<file path="config.mk">
export PLATFORM = sky130hd
export DESIGN_NAME = cascade_irq_pair
export DESIGN_NICKNAME = d
export VERILOG_FILES = /design/src/rtl/cascade_irq_pair.sv
export SDC_FILE = /design/constraint.sdc
export NUM_CORES = 1
export LEC_CHECK = 0
export BUFFER_PORTS_ARGS = -buffer_cell sky130_fd_sc_hd__buf_2
export CELL_PAD_IN_SITES_DETAIL_PLACEMENT = 0
export CELL_PAD_IN_SITES_GLOBAL_PLACEMENT = 1
export CORE_ASPECT_RATIO = 1.4
export CORE_MARGIN = 5
export CORE_UTILIZATION = 45
export DETAILED_ROUTE_END_ITERATION = 10
export PLACE_DENSITY = 0.88
export SLEW_MARGIN = 0
export SYNTH_ARGS = -nofsm -noshare
export SYNTH_HDL_FRONTEND = slang
export SYNTH_SLANG_ARGS = --single-unit
</file>
<file path="constraint.sdc">
create_clock -name clk -period 3 [get_ports clk]
set_clock_uncertainty 0.2 [all_clocks]
set_input_delay 0.6 -clock clk [delete_from_list [all_inputs] [get_ports clk]]
set_output_delay 0.6 -clock clk [all_outputs]
set_load 0.01 [all_outputs]
</file>
<file path="src/rtl/cascade_irq_pair.sv">
module cascade_irq_pair #(
  parameter logic [15:0] M_PORT = 16'h0020,
  parameter logic [15:0] S_PORT = 16'h00A0,
  parameter logic [15:0] M_TRIG = 16'h04D0,
  parameter logic [15:0] S_TRIG = 16'h04D1
) (
  input  logic        clk,
  input  logic        rst_n,
  input  logic [15:0] dev_irq,
  input  logic        wr_en,
  input  logic [15:0] addr,
  input  logic [7:0]  wdata,
  output logic [7:0]  rdata,
  output logic        int_req,
  input  logic        int_ack,
  output logic        vec_valid,
  output logic [7:0]  vec
);
  localparam int CAS = 2;

  logic [7:0] lines [2];
  logic [1:0] req_v, spur_w, rd_hit, ack;
  logic [2:0] req_n [2];
  logic [7:0] vec_w [2];
  logic [7:0] rd_dat [2];

  function automatic logic [3:0] first_set(input logic [7:0] v);
    logic [3:0] r;
    r = 4'd0;
    for (int i = 7; i >= 0; i--) if (v[i]) r = {1'b1, 3'(i)};
    return r;
  endfunction

  assign lines[0] = {dev_irq[7:3], req_v[1], dev_irq[1:0]};
  assign lines[1] = dev_irq[15:8];
  assign ack[0]   = int_ack & req_v[0];
  assign ack[1]   = ack[0] & (req_n[0] == 3'(CAS)) & ~spur_w[0];
  assign int_req  = req_v[0];

  for (genvar c = 0; c < 2; c++) begin : g_ctl
    localparam logic [15:0] PA = (c == 0) ? M_PORT : S_PORT;
    localparam logic [15:0] PB = PA + 16'd1;
    localparam logic [15:0] PE = (c == 0) ? M_TRIG : S_TRIG;

    logic [7:0] irr_q, isr_q, msk_q, base_q, elcr_q, prev_q;
    logic [2:0] num_q;
    logic [1:0] step_q;
    logic       req_q, aeoi_q, rdisr_q, smm_q, want4_q;
    logic       wa, wb, we, spur, ocw2;
    logic [7:0] rise, fall, ack_bit, irr_clr, isr_set, isr_clr, irr_nx, isr_nx;
    logic [3:0] want, blk;
    logic       pick_ok;

    assign wa   = wr_en && addr == PA;
    assign wb   = wr_en && addr == PB;
    assign we   = wr_en && addr == PE;
    assign rise = lines[c] & ~prev_q;
    assign fall = ~lines[c] & prev_q;
    assign spur = !req_q || irr_q == 8'd0;

    assign want    = first_set(irr_q & ~msk_q);
    assign blk     = first_set(smm_q ? (isr_q & ~msk_q) : isr_q);
    assign pick_ok = want[3] && !(blk[3] && blk[2:0] <= want[2:0]);

    assign ack_bit = 8'd1 << num_q;
    assign irr_clr = (ack[c] && !spur) ? (ack_bit & ~elcr_q) : 8'd0;
    assign isr_set = (ack[c] && !spur && !aeoi_q) ? ack_bit : 8'd0;
    assign ocw2    = wa && !wdata[4] && !wdata[3];

    always_comb begin
      isr_clr = 8'd0;
      if (ocw2) begin
        if (wdata[7:5] == 3'b011)     isr_clr = 8'd1 << wdata[2:0];
        else if (wdata[7:6] != 2'b11) isr_clr = isr_q & (~isr_q + 8'd1);
      end
    end

    assign irr_nx = (irr_q | rise) & ~fall & ~irr_clr;
    assign isr_nx = (isr_q | isr_set) & ~isr_clr;

    always_ff @(posedge clk) begin
      if (!rst_n) begin
        irr_q <= '0; isr_q <= '0; msk_q <= 8'hFF; base_q <= '0; elcr_q <= '0;
        prev_q <= '0; num_q <= '0; step_q <= '0; req_q <= 1'b0; aeoi_q <= 1'b1;
        rdisr_q <= 1'b0; smm_q <= 1'b0; want4_q <= 1'b0;
      end else if (wa && wdata[4]) begin
        irr_q <= '0; isr_q <= '0; msk_q <= 8'hFF; prev_q <= '0;
        req_q <= 1'b0; aeoi_q <= 1'b1; want4_q <= wdata[0]; step_q <= 2'd1;
      end else begin
        prev_q <= lines[c];
        irr_q  <= irr_nx;
        isr_q  <= isr_nx;
        if (ack[c]) req_q <= 1'b0;
        else if (!req_q && pick_ok) begin
          req_q <= 1'b1;
          num_q <= want[2:0];
        end
        if (wa && wdata[3]) begin
          if (wdata[1]) rdisr_q <= wdata[0];
          if (wdata[6]) smm_q <= wdata[5];
        end
        if (wb) begin
          case (step_q)
            2'd0: if (want4_q) begin
                    aeoi_q  <= wdata[1];
                    want4_q <= 1'b0;
                  end else msk_q <= wdata;
            2'd1: begin base_q <= wdata; step_q <= 2'd2; end
            default: step_q <= 2'd0;
          endcase
        end
        if (we) elcr_q <= wdata;
      end
    end

    assign req_v[c]  = req_q;
    assign req_n[c]  = num_q;
    assign spur_w[c] = spur;
    assign vec_w[c]  = base_q | (spur ? 8'd7 : {5'd0, num_q});
    assign rd_hit[c] = addr == PA || addr == PB || addr == PE;
    assign rd_dat[c] = (addr == PA) ? (rdisr_q ? isr_q : irr_q) :
                       (addr == PB) ? msk_q : elcr_q;
  end

  assign rdata = rd_hit[0] ? rd_dat[0] : rd_hit[1] ? rd_dat[1] : 8'h00;

  always_ff @(posedge clk) begin
    if (!rst_n) begin
      vec_valid <= 1'b0;
      vec       <= 8'h00;
    end else begin
      vec_valid <= ack[0];
      if (ack[0]) vec <= ack[1] ? vec_w[1] : vec_w[0];
    end
  end
endmodule


</file>
# Word level (Yosys, flattened, before mapping)
# Cells that the tools add are included.
# totals
register_bits,125
latch_bits,0
ramBits,0
mem_bits_ro,0
out_inout_bits,18
elab_cells,242
mem_count,0
# classes
addsub,2
n_mul,0
div_mod_pow,0
n_lt_le_gt_ge,2
eq_ne,13
shift,3
muxes,67
n_bitwise,53
reduce_logical,72
# op_table
operator,n
two-way mux 8 bit,21
bitwise AND 8 bit,18
two-way mux 4 bit,32
NOT 8 bit,16
AND reduction 3 bit,12
"== test 16 x 11 -> 1 bit, second input constant",2
"== test 16 x 6 -> 1 bit, second input constant",2
"== test 16 x 8 -> 1 bit, second input constant",2
bitwise OR 8 bit,4
logical AND 1 bit,24
"<< shifter 1 x 3 -> 8 bit, first input constant",3
"adder 8 x 1 -> 8 bit, second input constant",2
logical NOT 8 bit,2
bitwise OR 8 x 3 -> 8 bit,2
AND reduction 2 bit,8
logical NOT 1 bit,10
two-way mux 1 bit,10
NOT 1 bit,10
case mux 2 bit (2 select lines),2
nonzero test 2 bit,4
"== test 3 x 2 -> 1 bit, second input constant",2
less-or-equal comparator 3 bit,2
logical OR 1 bit,6
two-way mux 3 bit,2
other kinds (6),14

# Depth between registers and ports, before layout
# logic_depth
word_depth,17
ltp_mapped,14
depth_no_buf,13

# Worst setup path before layout
# No wires, ideal clock.
# synth_timing
path_type,in2out
start,input addr[12]
end,output rdata[5]
arrival_time_ns,2.121
required_ns,2.200
slack_ns,0.079
path_stages,6
path_cell_list,nor4_2 > nand4b_1 > nor2_1 > clkbuf_1 > a221oi_1 > o221ai_1
# synth_via
elab_chain_len,5
word_cells_on_any_way,16
classes_between,eq/ne: 6; mux: 6; reduce/logical: 4
# synth_lines
element,line_no,source
start: declaration,11,"input logic [15:0] addr,"
"== test 16 x 8 -> 1 bit, on equally long branches","120, 122, 121",
two-way mux 8 bit / logical OR 1 bit (equally long branches),"122, 120",
two-way mux 8 bit / logical OR 1 bit (equally long branches),"121, 120",
two-way mux 8 bit,125,assign rdata = rd_hit[0] ? rd_dat[0] : rd_hit[1] ? rd_dat[1] : 8'h00;
two-way mux 8 bit (*),125,
end: declaration,13,"output logic [7:0] rdata,"
# Mark *: on every way between the ends. The rest lies on a longest branch, timed or not.

# Worst setup path in the final report
# layout_timing
start,input addr[9]
end,output rdata[1]
# The elaborated chain is that of the path after synthesis.

==> impl_metrics.csv <==
group,metric,value,unit
run_status,status,"finished, final reports clean",
pwr,power_report.internal_total,3110,uW
synth,yosys_most_used_dff,"sky130_fd_sc_hd__dfxtp_1",
route,highest_layer,"met4",
clock_network,clock_edge_transition_at_the_registers_on_the_reported_setup_and_hold_paths,0.06,ns
place,detailedPlace.worstSlack,-0.260,ns
timing,slew_viol_final,0,
pwr,p_switching,1010,uW
critical_path,path_max_fanout,7,
finish,finish.net_count,943,
route,wl_met3,1260,um
route,postRouteAntennaNets,0,
place,detailed_place.area,7230,um2
clock_network,ctsLongestPathBuffers,2,
synth,synth_largest_type_area_fraction,38.9,%
critical_path,worstRegToRegCells,10,
timing,slew-limit-headroom,50.7,%
die,rows,51,
finish,final_util,58.9,%
die,top_level_ports,62,
global_routing,first_global_vias,6304,
route,detailedRoute.firstPassIterationCount,6,
timing,unrepaired_setup_endpoints_after_global_routing,"true",
worst_hold_path,hold_start,"dev_irq[10]",
clock_network,clk_root_buffer_cell,"sky130_fd_sc_hd__clkbuf_16",
die,initial_core_util,46.0,%
pwr,power.combinational.fraction,6.4,%
worst_hold_path,worstHoldPathCells,2,
clock_network,clock_sinks,125,
critical_path,worstReg2RegEnd,"g_ctl[1].num_q[1]$_SDFFE_PN0P_",
timing,max_freq,333,MHz
synth,synth_area_per_cell,8.14,um2
place,io_buffers,60,
critical_path,critPathRequiredTime,2.20,ns
pwr,part_of_the_total_power_dissipated_in_sequential_elements,41.3,%
place,placed_cells,1046,
route,finalWirelength,23000,um
worst_hold_path,min_path_type,"in2reg",
route,route.vias.total,6573,
clock_network,cts_hold_repair.buffers,0,
global_routing,gr-usage-all-layers,27.1,%
timing,timing.final.hold_violations,0,
route,routedLengthMet1,9020,um
critical_path,regToRegSetupSlack,0.16,ns
clock_network,cts_buffer_count,17,
timing,layout_worst_path_cycle_share,100,%
finish,area.growth.synth_to_final,28.1,%
pwr,power.leakage,0.00327,uW
global_routing,antenna_found_initial,0,
critical_path,endpoint_kind,"output pin",
synth,synth-async-reset-ratio,0,%
global_routing,largest_net_degree_at_the_start_of_global_routing,27,
finish,commonest_non_fill_non_tap_cells_in_the_layout,"sky130_fd_sc_hd__dfxtp_1, sky130_fd_sc_hd__nor2_1, sky130_fd_sc_hd__nand2_1",
critical_path,timing.critical_path.arrival,2.20,ns
pwr,clockPowerShare,52.3,%
clock_network,tritoncts,"done",
pwr,swShare,24.6,%
pwr,power.density,501,nW/um2
synth,ys_ff_latch,125,
synth,synth_top_cell_by_area,"sky130_fd_sc_hd__dfxtp_1",
synth,ys_types,60,
route,dr.first_iter.drc_count,463,
synth,yosys_warning_total,0,
critical_path,critical_path_class,"in2out",
pwr,vdd_ir_max,435,uV
route,avgViaCountPerCell,6.03,
finish,layout.cells.non_filler,1090,
synth,synth_top_cells_by_area,"sky130_fd_sc_hd__dfxtp_1, sky130_fd_sc_hd__mux2i_1, sky130_fd_sc_hd__nor2_1",
critical_path,critical_path.reg2reg.startpoint,"g_ctl[1].irr_q[7]$_SDFF_PP0_",
die,core_area,14000,um2
synth,synthCells,790,
finish,post_route_cells_drive_above_1_share,23.3,%
finish,stdcell_area,8240,um2
die,die_y_extent,151,um
route,drc_errors,0,
timing,finalHoldWorstSlack,0.220,ns
route,detailroute.wirelength.met2,11100,um
finish,antenna-diode-count,0,
place,post-dp-hpwl,17000,um
synth,number_of_enable_type_register_cells_in_the_synthesized_netlist,0,
run,cap_viol_max_count,0,
worst_hold_path,hold_path_end,"g_ctl[1].prev_q[2]$_SDFF_PP0_",
timing,tightest_slew,0.733,ns
die,die_area,16800,um2
timing,setup_viol_count_final,0,
synth,seq_total_area_yosys,38.9,%
die,die_width,111,um
global_routing,grt.overflow.total,0,
synth,syn_nets,840,
clock_network,clock_latency,0.42,ns
finish,layout.cells.most_common,"sky130_fd_sc_hd__dfxtp_1",
timing,final.min_clock_period,3.00,ns
critical_path,critPathLaunchType,"input pin",
timing,final_worst_setup_slack,0.000226,ns
route,drt-wirelength-per-cell,21.1,um
clock_network,cts_htree_levels,4,
place,place.gp.congestion,0.980,
global_routing,grt_pass1_wl,34900,um
synth,syn-cell-area,6430,um2
-- logic make-up after synthesis --
family	count (synthesis)	share of synthesized area, %
AND/OR/NAND/NOR	348	26.8
flip-flops	125	38.9
AO/OA/AOI/OAI	172	18.4
buffers and inverters	72	4.32
multiplexers	61	9.49
adder cells (fa/ha/maj)	12	2.10
-- cells in the mapped netlist, drive strengths merged (7+ instances only) --
library cell,count
nor3,31
a211oi,12
nand2,81
nand4b,7
and3,14
mux2i,61
inv,23
a221oi,10
a21oi,63
a22oi,10
dfxtp,125
nor2,109
nand2b,24
o21ai,13
nand3,13
a31oi,9
clkbuf,41
nor4,12
buf,7
nor2b,28
nand4,7
o221ai,15
-- per-layer routing --
| layer | vias up | global-route usage, % |
|---|---|---|
| met5 | - | 0 |
| met4 | 0 | 18.5 |
| met3 | 93 | 5.01 |
| met2 | 286 | 45.6 |
| met1 | 3138 | 31.4 |
| li1 | 3056 | - |
-- flip-flops by register name, summed over array words and instances, names as in the netlist --
name and cells:
g_ctl.elcr_q 16, g_ctl.smm_q 2, int_req 1, g_ctl.rdisr_q 2, vec_valid 1, g_ctl.irr_q 16, g_ctl.prev_q 16, g_ctl.step_q 4
g_ctl.msk_q 16, g_ctl.isr_q 16, vec 8, g_ctl.req_q 1, g_ctl.want4_q 2, g_ctl.base_q 16, g_ctl.aeoi_q 2, g_ctl.num_q 6
-- worst max path at each step --
stage	start	endpoint	slack [ns]	cells past startpoint
after floorplan	addr[12]	rdata[5]	0.08	6
after global placement	addr[12]	rdata[3]	-0.18	7
after detailed placement	addr[12]	rdata[2]	-0.26	7
after CTS	addr[3]	rdata[4]	0.008	10
after global routing	addr[12]	rdata[4]	-0.1	10
final	addr[9]	rdata[1]	0.0002	9
-- worst max-delay path, stage by stage --
cell and delay [ns]:
sky130_fd_sc_hd__buf_2 0.11, sky130_fd_sc_hd__nor4_4 0.28, sky130_fd_sc_hd__nand4b_1 0.14, sky130_fd_sc_hd__buf_6 0.15
sky130_fd_sc_hd__buf_6 0.11, sky130_fd_sc_hd__or2_4 0.30, sky130_fd_sc_hd__buf_8 0.15, sky130_fd_sc_hd__o221ai_4 0.21
sky130_fd_sc_hd__buf_6 0.13
-- stage by stage --
stage	TNS [ns]	total power, uW
3_5_place_dp	-3.98	1990
5_1_grt	-0.583	4240
3_3_place_gp	-2.60	1980
6_report	0	4120
2_1_floorplan	0	1860
4_1_cts	0	4120
-- power by group through the flow --
stage	clock network, uW	registers (uW)	logic (uW)
after floorplan	0	1740	119
after global placement	0	1740	242
after detailed placement	0	1740	247
after CTS	2170	1700	252
after global routing	2250	1710	281
final	2160	1700	264
-- repair_timing --
item / CTS / global route
gates resized for setup: 18 / 42
pin swaps: 10 / 15
cloned: 1 / 1
endpoints found under the setup margin: 9 / 14
buffers inserted: 4 / 7
-- cell type report --
type,instances,area [um2]
Multi-Input combinational cell,595,3910
Clock buffer,17,425
Clock inverter,14,183
Tap cell,185,231
Sequential cell,125,2510
Fill cell,1270,5740
Inverter,24,90.1
Timing Repair Buffer,130,882
Note: power is estimated with default switching activity, not from simulation.
